$ cat config.mk
export PLATFORM = sky130hd
export DESIGN_NAME = adc_event_packer
export DESIGN_NICKNAME = d
export VERILOG_FILES = /design/src/rtl/adcp_pkg.sv /design/src/rtl/adcp_evt_counter.sv /design/src/rtl/adcp_popcount.sv /design/src/rtl/adcp_slot_map.sv /design/src/rtl/adc_event_packer.sv
export SDC_FILE = /design/constraint.sdc
export NUM_CORES = 1
export LEC_CHECK = 0
export BUFFER_PORTS_ARGS = -buffer_cell sky130_fd_sc_hd__clkbuf_2
export CAP_MARGIN = 20
export CORE_MARGIN = 2
export CORE_UTILIZATION = 30
export DETAILED_ROUTE_END_ITERATION = 8
export GPL_TIMING_DRIVEN = 1
export SYNTH_ARGS = -nofsm -noshare
export SYNTH_HDL_FRONTEND = slang
export SYNTH_SLANG_ARGS = --single-unit
export TNS_END_PERCENT = 1
$ cat constraint.sdc
create_clock -name clk -period 23 [get_ports clk]
set_input_delay 4.6 -clock clk [delete_from_list [all_inputs] [get_ports clk]]
set_output_delay 4.6 -clock clk [all_outputs]
set_load 0.005 [all_outputs]
$ cat src/rtl/adcp_pkg.sv
package adcp_pkg;

  localparam int VAL_W = 12;

  localparam logic [2:0] TY_HDR = 3'b010;
  localparam logic [2:0] TY_DAT = 3'b000;
  localparam logic [2:0] TY_EOB = 3'b100;

  typedef enum logic [2:0] {
    ST_IDLE,
    ST_HDR,
    ST_DAT,
    ST_EOB,
    ST_DRAIN
  } pk_state_t;

  function automatic logic [31:0] mk_header(input logic [4:0] geo,
                                            input logic [7:0] crate,
                                            input logic [5:0] nch);
    return {geo, TY_HDR, crate, 2'b00, nch, 8'h00};
  endfunction

  function automatic logic [31:0] mk_datum(input logic [4:0] geo,
                                           input logic [5:0] chn,
                                           input logic       un,
                                           input logic       ov,
                                           input logic [VAL_W-1:0] val);
    return {geo, TY_DAT, 2'b00, chn, 2'b00, un, ov, val};
  endfunction

  function automatic logic [31:0] mk_trailer(input logic [4:0] geo,
                                             input logic [23:0] evn);
    return {geo, TY_EOB, evn};
  endfunction

endpackage

$ cat src/rtl/adcp_evt_counter.sv
module adcp_evt_counter #(
  parameter int CNT_W = 24
) (
  input  logic             clk,
  input  logic             rst,
  input  logic             clr,
  input  logic             inc,
  output logic [CNT_W-1:0] cnt
);

  always_ff @(posedge clk) begin
    if (rst || clr) cnt <= '0;
    else if (inc)   cnt <= cnt + 1'b1;
  end

  // an accepted trigger steps the count by one, modulo 2^CNT_W
  a_r9_step: assert property (@(posedge clk) disable iff (rst)
    inc && !clr |=> cnt == $past(cnt) + 1'b1);

  // clear lands as zero on the next cycle
  a_r11_clear: assert property (@(posedge clk) disable iff (rst)
    clr |=> cnt == '0);

endmodule

$ cat src/rtl/adcp_popcount.sv
module adcp_popcount #(
  parameter int N   = 32,
  parameter int O_W = $clog2(N + 1)
) (
  input  logic [N-1:0]   bits,
  output logic [O_W-1:0] ones
);

  always_comb begin
    ones = '0;
    for (int i = 0; i < N; i++) ones = ones + O_W'(bits[i]);
  end

endmodule

$ cat src/rtl/adcp_slot_map.sv
module adcp_slot_map #(
  parameter int N_CH = 32,
  parameter int CH_W = 5
) (
  input  logic [CH_W-1:0] slot,
  output logic [CH_W-1:0] chan
);

  generate
    if ((N_CH % 2) == 0) begin : g_interleave
      localparam int HALF = N_CH / 2;
      assign chan = slot[0] ? (CH_W'(HALF) + (slot >> 1)) : (slot >> 1);
    end else begin : g_linear
      assign chan = slot;
    end
  endgenerate

endmodule

$ cat src/rtl/adc_event_packer.sv
module adc_event_packer
  import adcp_pkg::*;
#(
  parameter int N_CH  = 32,
  parameter int CNT_W = 24
) (
  input  logic                  clk,
  input  logic                  rst,
  input  logic                  evt_cnt_clr,
  input  logic                  trig,
  input  logic                  trig_store,
  input  logic [N_CH-1:0]       ch_mask,
  input  logic [N_CH*VAL_W-1:0] ch_value,
  input  logic [N_CH-1:0]       ch_under,
  input  logic [N_CH-1:0]       ch_over,
  input  logic [7:0]            crate_id,
  input  logic [4:0]            geo_addr,
  output logic [31:0]           word_data,
  output logic                  word_valid,
  input  logic                  word_ready,
  output logic                  word_last
);

  localparam int CH_W   = (N_CH > 1) ? $clog2(N_CH) : 1;
  localparam int SLOT_W = $clog2(N_CH + 1);
  localparam int NUM_W  = $clog2(N_CH + 1);

  pk_state_t          state_q;
  logic [SLOT_W-1:0]  slot_q;
  logic [CH_W-1:0]    ch_idx;
  logic [NUM_W-1:0]   n_kept;
  logic [CNT_W-1:0]   evt_cnt;

  // snapshot of one event (plain registers, no reset needed on data)
  logic [N_CH-1:0]    mask_q;
  logic [VAL_W-1:0]   val_q [N_CH];
  logic [N_CH-1:0]    un_q;
  logic [N_CH-1:0]    ov_q;
  logic [7:0]         crate_q;
  logic [4:0]         geo_q;
  logic [CNT_W-1:0]   evnum_q;

  logic trig_ok, cap, fire, free, slot_end;

  assign trig_ok  = trig && (state_q == ST_IDLE);
  assign cap      = trig_ok && trig_store;
  assign fire     = word_valid && word_ready;
  assign free     = !word_valid || word_ready;
  assign slot_end = (slot_q == SLOT_W'(N_CH));

  adcp_evt_counter #(.CNT_W(CNT_W)) u_cnt (
    .clk (clk),
    .rst (rst),
    .clr (evt_cnt_clr),
    .inc (trig_ok),
    .cnt (evt_cnt)
  );

  adcp_popcount #(.N(N_CH), .O_W(NUM_W)) u_pop (
    .bits (mask_q),
    .ones (n_kept)
  );

  adcp_slot_map #(.N_CH(N_CH), .CH_W(CH_W)) u_map (
    .slot (slot_q[CH_W-1:0]),
    .chan (ch_idx)
  );

  always_ff @(posedge clk) begin
    if (cap) begin
      mask_q  <= ch_mask;
      un_q    <= ch_under;
      ov_q    <= ch_over;
      crate_q <= crate_id;
      geo_q   <= geo_addr;
      evnum_q <= evt_cnt;
      for (int i = 0; i < N_CH; i++) val_q[i] <= ch_value[i*VAL_W +: VAL_W];
    end
  end

  always_ff @(posedge clk) begin
    if (rst) begin
      state_q    <= ST_IDLE;
      slot_q     <= '0;
      word_data  <= '0;
      word_valid <= 1'b0;
      word_last  <= 1'b0;
    end else begin
      if (fire) begin
        word_valid <= 1'b0;
        word_last  <= 1'b0;
      end
      case (state_q)
        ST_IDLE: if (cap) state_q <= ST_HDR;
        ST_HDR: if (free) begin
          word_data  <= mk_header(geo_q, crate_q, 6'(n_kept));
          word_valid <= 1'b1;
          word_last  <= 1'b0;
          slot_q     <= '0;
          state_q    <= ST_DAT;
        end
        ST_DAT: begin
          if (slot_end) begin
            state_q <= ST_EOB;
          end else if (!mask_q[ch_idx]) begin
            slot_q <= slot_q + 1'b1;
          end else if (free) begin
            word_data  <= mk_datum(geo_q, 6'(ch_idx), un_q[ch_idx],
                                   ov_q[ch_idx], val_q[ch_idx]);
            word_valid <= 1'b1;
            word_last  <= 1'b0;
            slot_q     <= slot_q + 1'b1;
          end
        end
        ST_EOB: if (free) begin
          word_data  <= mk_trailer(geo_q, 24'(evnum_q));
          word_valid <= 1'b1;
          word_last  <= 1'b1;
          state_q    <= ST_DRAIN;
        end
        ST_DRAIN: if (fire) state_q <= ST_IDLE;
        default:  state_q <= ST_IDLE;
      endcase
    end
  end

  // back-pressure freezes the presented word
  a_r12_hold: assert property (@(posedge clk) disable iff (rst)
    word_valid && !word_ready |=> word_valid && $stable(word_data) && $stable(word_last));

  // only the three legal type codes leave the block
  a_r1_type: assert property (@(posedge clk) disable iff (rst)
    word_valid |-> (word_data[26:24] == TY_HDR || word_data[26:24] == TY_DAT ||
                    word_data[26:24] == TY_EOB));

  // last marker goes with the trailer type and nothing else
  a_r6_last: assert property (@(posedge clk) disable iff (rst)
    word_valid |-> (word_last == (word_data[26:24] == TY_EOB)));

  // reserved datum bits are zero
  a_r3_gaps: assert property (@(posedge clk) disable iff (rst)
    word_valid && word_data[26:24] == TY_DAT |-> word_data[23:22] == 2'b00 && word_data[15:14] == 2'b00);

  // a trigger while a frame is in flight leaves the counter alone
  a_r13_busy: assert property (@(posedge clk) disable iff (rst)
    state_q != ST_IDLE && trig && !evt_cnt_clr |=> evt_cnt == $past(evt_cnt));

endmodule

==> results.toml <==
[synthesis]
yosys_warnings = 0
synth_area_per_cell_sq_um = 17.9
netlist_instances = 1321
syn_nets = 1855
synth_top_cells_by_count = "517 x edfxtp_1, 107 x mux4_2, 75 x mux2i_1"
synth_area_leaders = "edfxtp_1 66%, mux4_2 10%, dfxtp_1 5.6%"
synth_most_common_cell = "edfxtp_1"
ys_seq_area_frac = 0.713
syn_area_sq_um = 23600
yosys_most_used_dff = "edfxtp_1"
synth_edf_count = 517
ys_ff_latch = 583
synthDominantCellAreaShare = 0.657
async_reset_ff_frac = 0
yosysUniqueCellTypes = 69
yosys.area.top_type = "edfxtp_1"

[cells_and_area]
syn_to_final_growth_pct = 24.6
fillerInstances = 7221
layout-drive-gt1-share = 0.408
utilization = 0.379
stdcell_area_sq_um = 29500
multi_input_area_sq_um = 6200
nNetsFinal = 2399
regArea_sq_um = 16900

[setup_path]
critPathKind = "in -> reg"
path_common_cell = "buf_4"
cp.arrival_ns = 8.92
cp.required_ns = 23.23
crit_path_top_delay_cell = "and2_4"
end_kind = "flip-flop"
cp.buffers_inverters = 4
path_delay_family = "buffers and inverters"
cp-start-kind = "primary input"
path_max_fanout = 86
crit_chain = "clkbuf_2 > nor4b_4 > and2_4 > buf_4 > buf_4 > buf_4"
worst_path_largest_cell_delay_ns = 0.93

[run_status]
status = "complete, no violations"

[timing]
worstMarginPinSlew_ns = 1.05
final_hold_viol_count = 0
rsz0062_at_grt = "no"
fmax_ghz = 0.115
setup_violations = 0
setup-tns-final_ns = 0
skew_ns = 0.0208
slew_violations = 0
maxSlewHeadroom = 0.303
finalCritPeriodShare = 0.378
fin_crit_ns = 8.69

[die]
die_area_sq_um = 81100
pin_count = 533
core.rowCount = 102
fp.dieH_um = 285
die_w_um = 285
core_area_sq_um = 77700
start_util = 0.304

[place]
portBuffers = 531
gp_congestion = 0.841
dp.final_hpwl_um = 51100
post_dp_cell_area_sq_um = 27300

[route]
drcViolationCount = 0
routed_via_density = 4.73
wl_um = 68500
antenna_left = 0
drtIter0Drc = 1005
drt_first_pass_iters = 5
via_count = 14000
wl_per_cell_um = 23.1

[pwr]
report.power.total_mw = 2.66
power.density_nw_per_um2 = 90.4
vdd_drop_max_uv = 59.3
p_leak_nw = 10.5

[clocking]
cts-buffers-inserted = 66
cts_hold_buf = 0
cts_resized = 0
cts_root_buf = "clkbuf_16"
cts_setup_buffers = 0
insertion_delay_ns = 0.61
cts.clk_slew.worst_paths_ns = 0.06
htreeDepth = 3
cts_tree = "done"
clock_path_buffers = 3
cts_sinks = 583

[global_route]
antenna_found_initial = 16
grt_use_met2 = 0.287
gr-usage-met1 = 0.213
grt_max_degree = 87
grt_overflow = 0
top_usage_layer = "met2"
grt_pass1_wl_um = 99100
grt_pass1_vias = 15100
track_usage = 0.168
use_met3 = 0.0369

[run]
max_cap_violations = 0

[min_path]
hold_class = "reg -> reg"
metrics by stage:
step                instances  hold WS, ns  setup WS (ns)
detailed placement       2837        0.446          13.63
floorplan                1321        0.429           5.37
global route             2966        0.483          13.95
finish                   2967        0.463          14.31
global placement         2837        0.451          13.84
CTS                      2955        0.462          14.30
worst paths after layout:
path	startpoint	endpoint	slack, ns	depth (start not counted)
max	trig	un_q[6]$_DFFE_PP_	14.31	6
min	u_cnt.cnt[23]$_SDFFE_PP0P_	evnum_q[23]$_DFFE_PP_	0.46	0
max reg2reg	mask_q[1]$_DFFE_PP_	word_data[12]$_SDFFE_PP0P_	17.40	15
min reg2reg	u_cnt.cnt[23]$_SDFFE_PP0P_	evnum_q[23]$_DFFE_PP_	0.46	0
registers in the layout, summed over array words and instances (netlist names):
name        cells
ov_q           32
un_q           32
val_q         384
geo_q           5
word_last       1
word_valid      1
slot_q          6
state_q         3
word_data      31
crate_q         8
u_cnt.cnt      24
mask_q         32
evnum_q        24
cell usage in the layout (no fill, tap or decap), types with 43 or more instances in the layout:
cell type / count
nand3_1: 43
clkbuf_16: 67
mux4_2: 107
inv_1: 49
dfxtp_1: 62
nand2_1: 46
nor2_1: 47
clkbuf_2: 531
a21oi_1: 45
edfxtp_1: 517
mux2i_1: 75
power breakdown:
| group | switching, mW | total [mW] | internal [mW] |
|---|---|---|---|
| sequential | 0.0272 | 1.26 | 1.23 |
| clock | 0.440 | 1.01 | 0.575 |
| combinational | 0.225 | 0.387 | 0.162 |
worst register-to-register path: stages, from the launching register on:
cell and delay, ns:
edfxtp_1 0.42, ha_1 0.29, inv_1 0.04, fa_1 0.46, fa_1 0.57, fa_1 0.46, fa_1 0.52, fa_1 0.55
fa_1 0.43, fa_1 0.41, fa_1 0.41, o21ai_0 0.17, a21oi_1 0.10, xnor2_1 0.17, a211oi_1 0.30, a311oi_2 0.13
cells by family (layout without fill, tap and decap cells):
| logic type | after synthesis | after routing | synth area share |
|---|---|---|---|
| XOR/XNOR | 24 | 24 | 0.00889 |
| buffers and inverters | 122 | 716 | 0.0254 |
| AND/OR/NAND/NOR | 204 | 204 | 0.0435 |
| AO/OA/AOI/OAI | 166 | 166 | 0.0478 |
| flip-flops | 583 | 583 | 0.713 |
| multiplexers | 186 | 186 | 0.136 |
| other | 1 | 13 | 0.000159 |
| adder cells (fa/ha/maj) | 35 | 35 | 0.0261 |
layout make-up:
class / instances / area share
flip-flops and latches: 583 / 0.572
multi-input cells: 616 / 0.211
repair buffers: 548 / 0.0945
clock buffers: 82 / 0.0595
well taps: 1040 / 0.0442
clock inverters: 36 / 0.0117
inverters: 50 / 0.00637
diodes: 12 / 0.00102
routing by layer:
layer | share of wire | routed length (um)
met1 | 0.41 | 28000
met2 | 0.51 | 34800
met5 | 0.00019 | 13
met3 | 0.059 | 4030
met4 | 0.025 | 1730
Note: power is estimated with default switching activity, not from simulation.
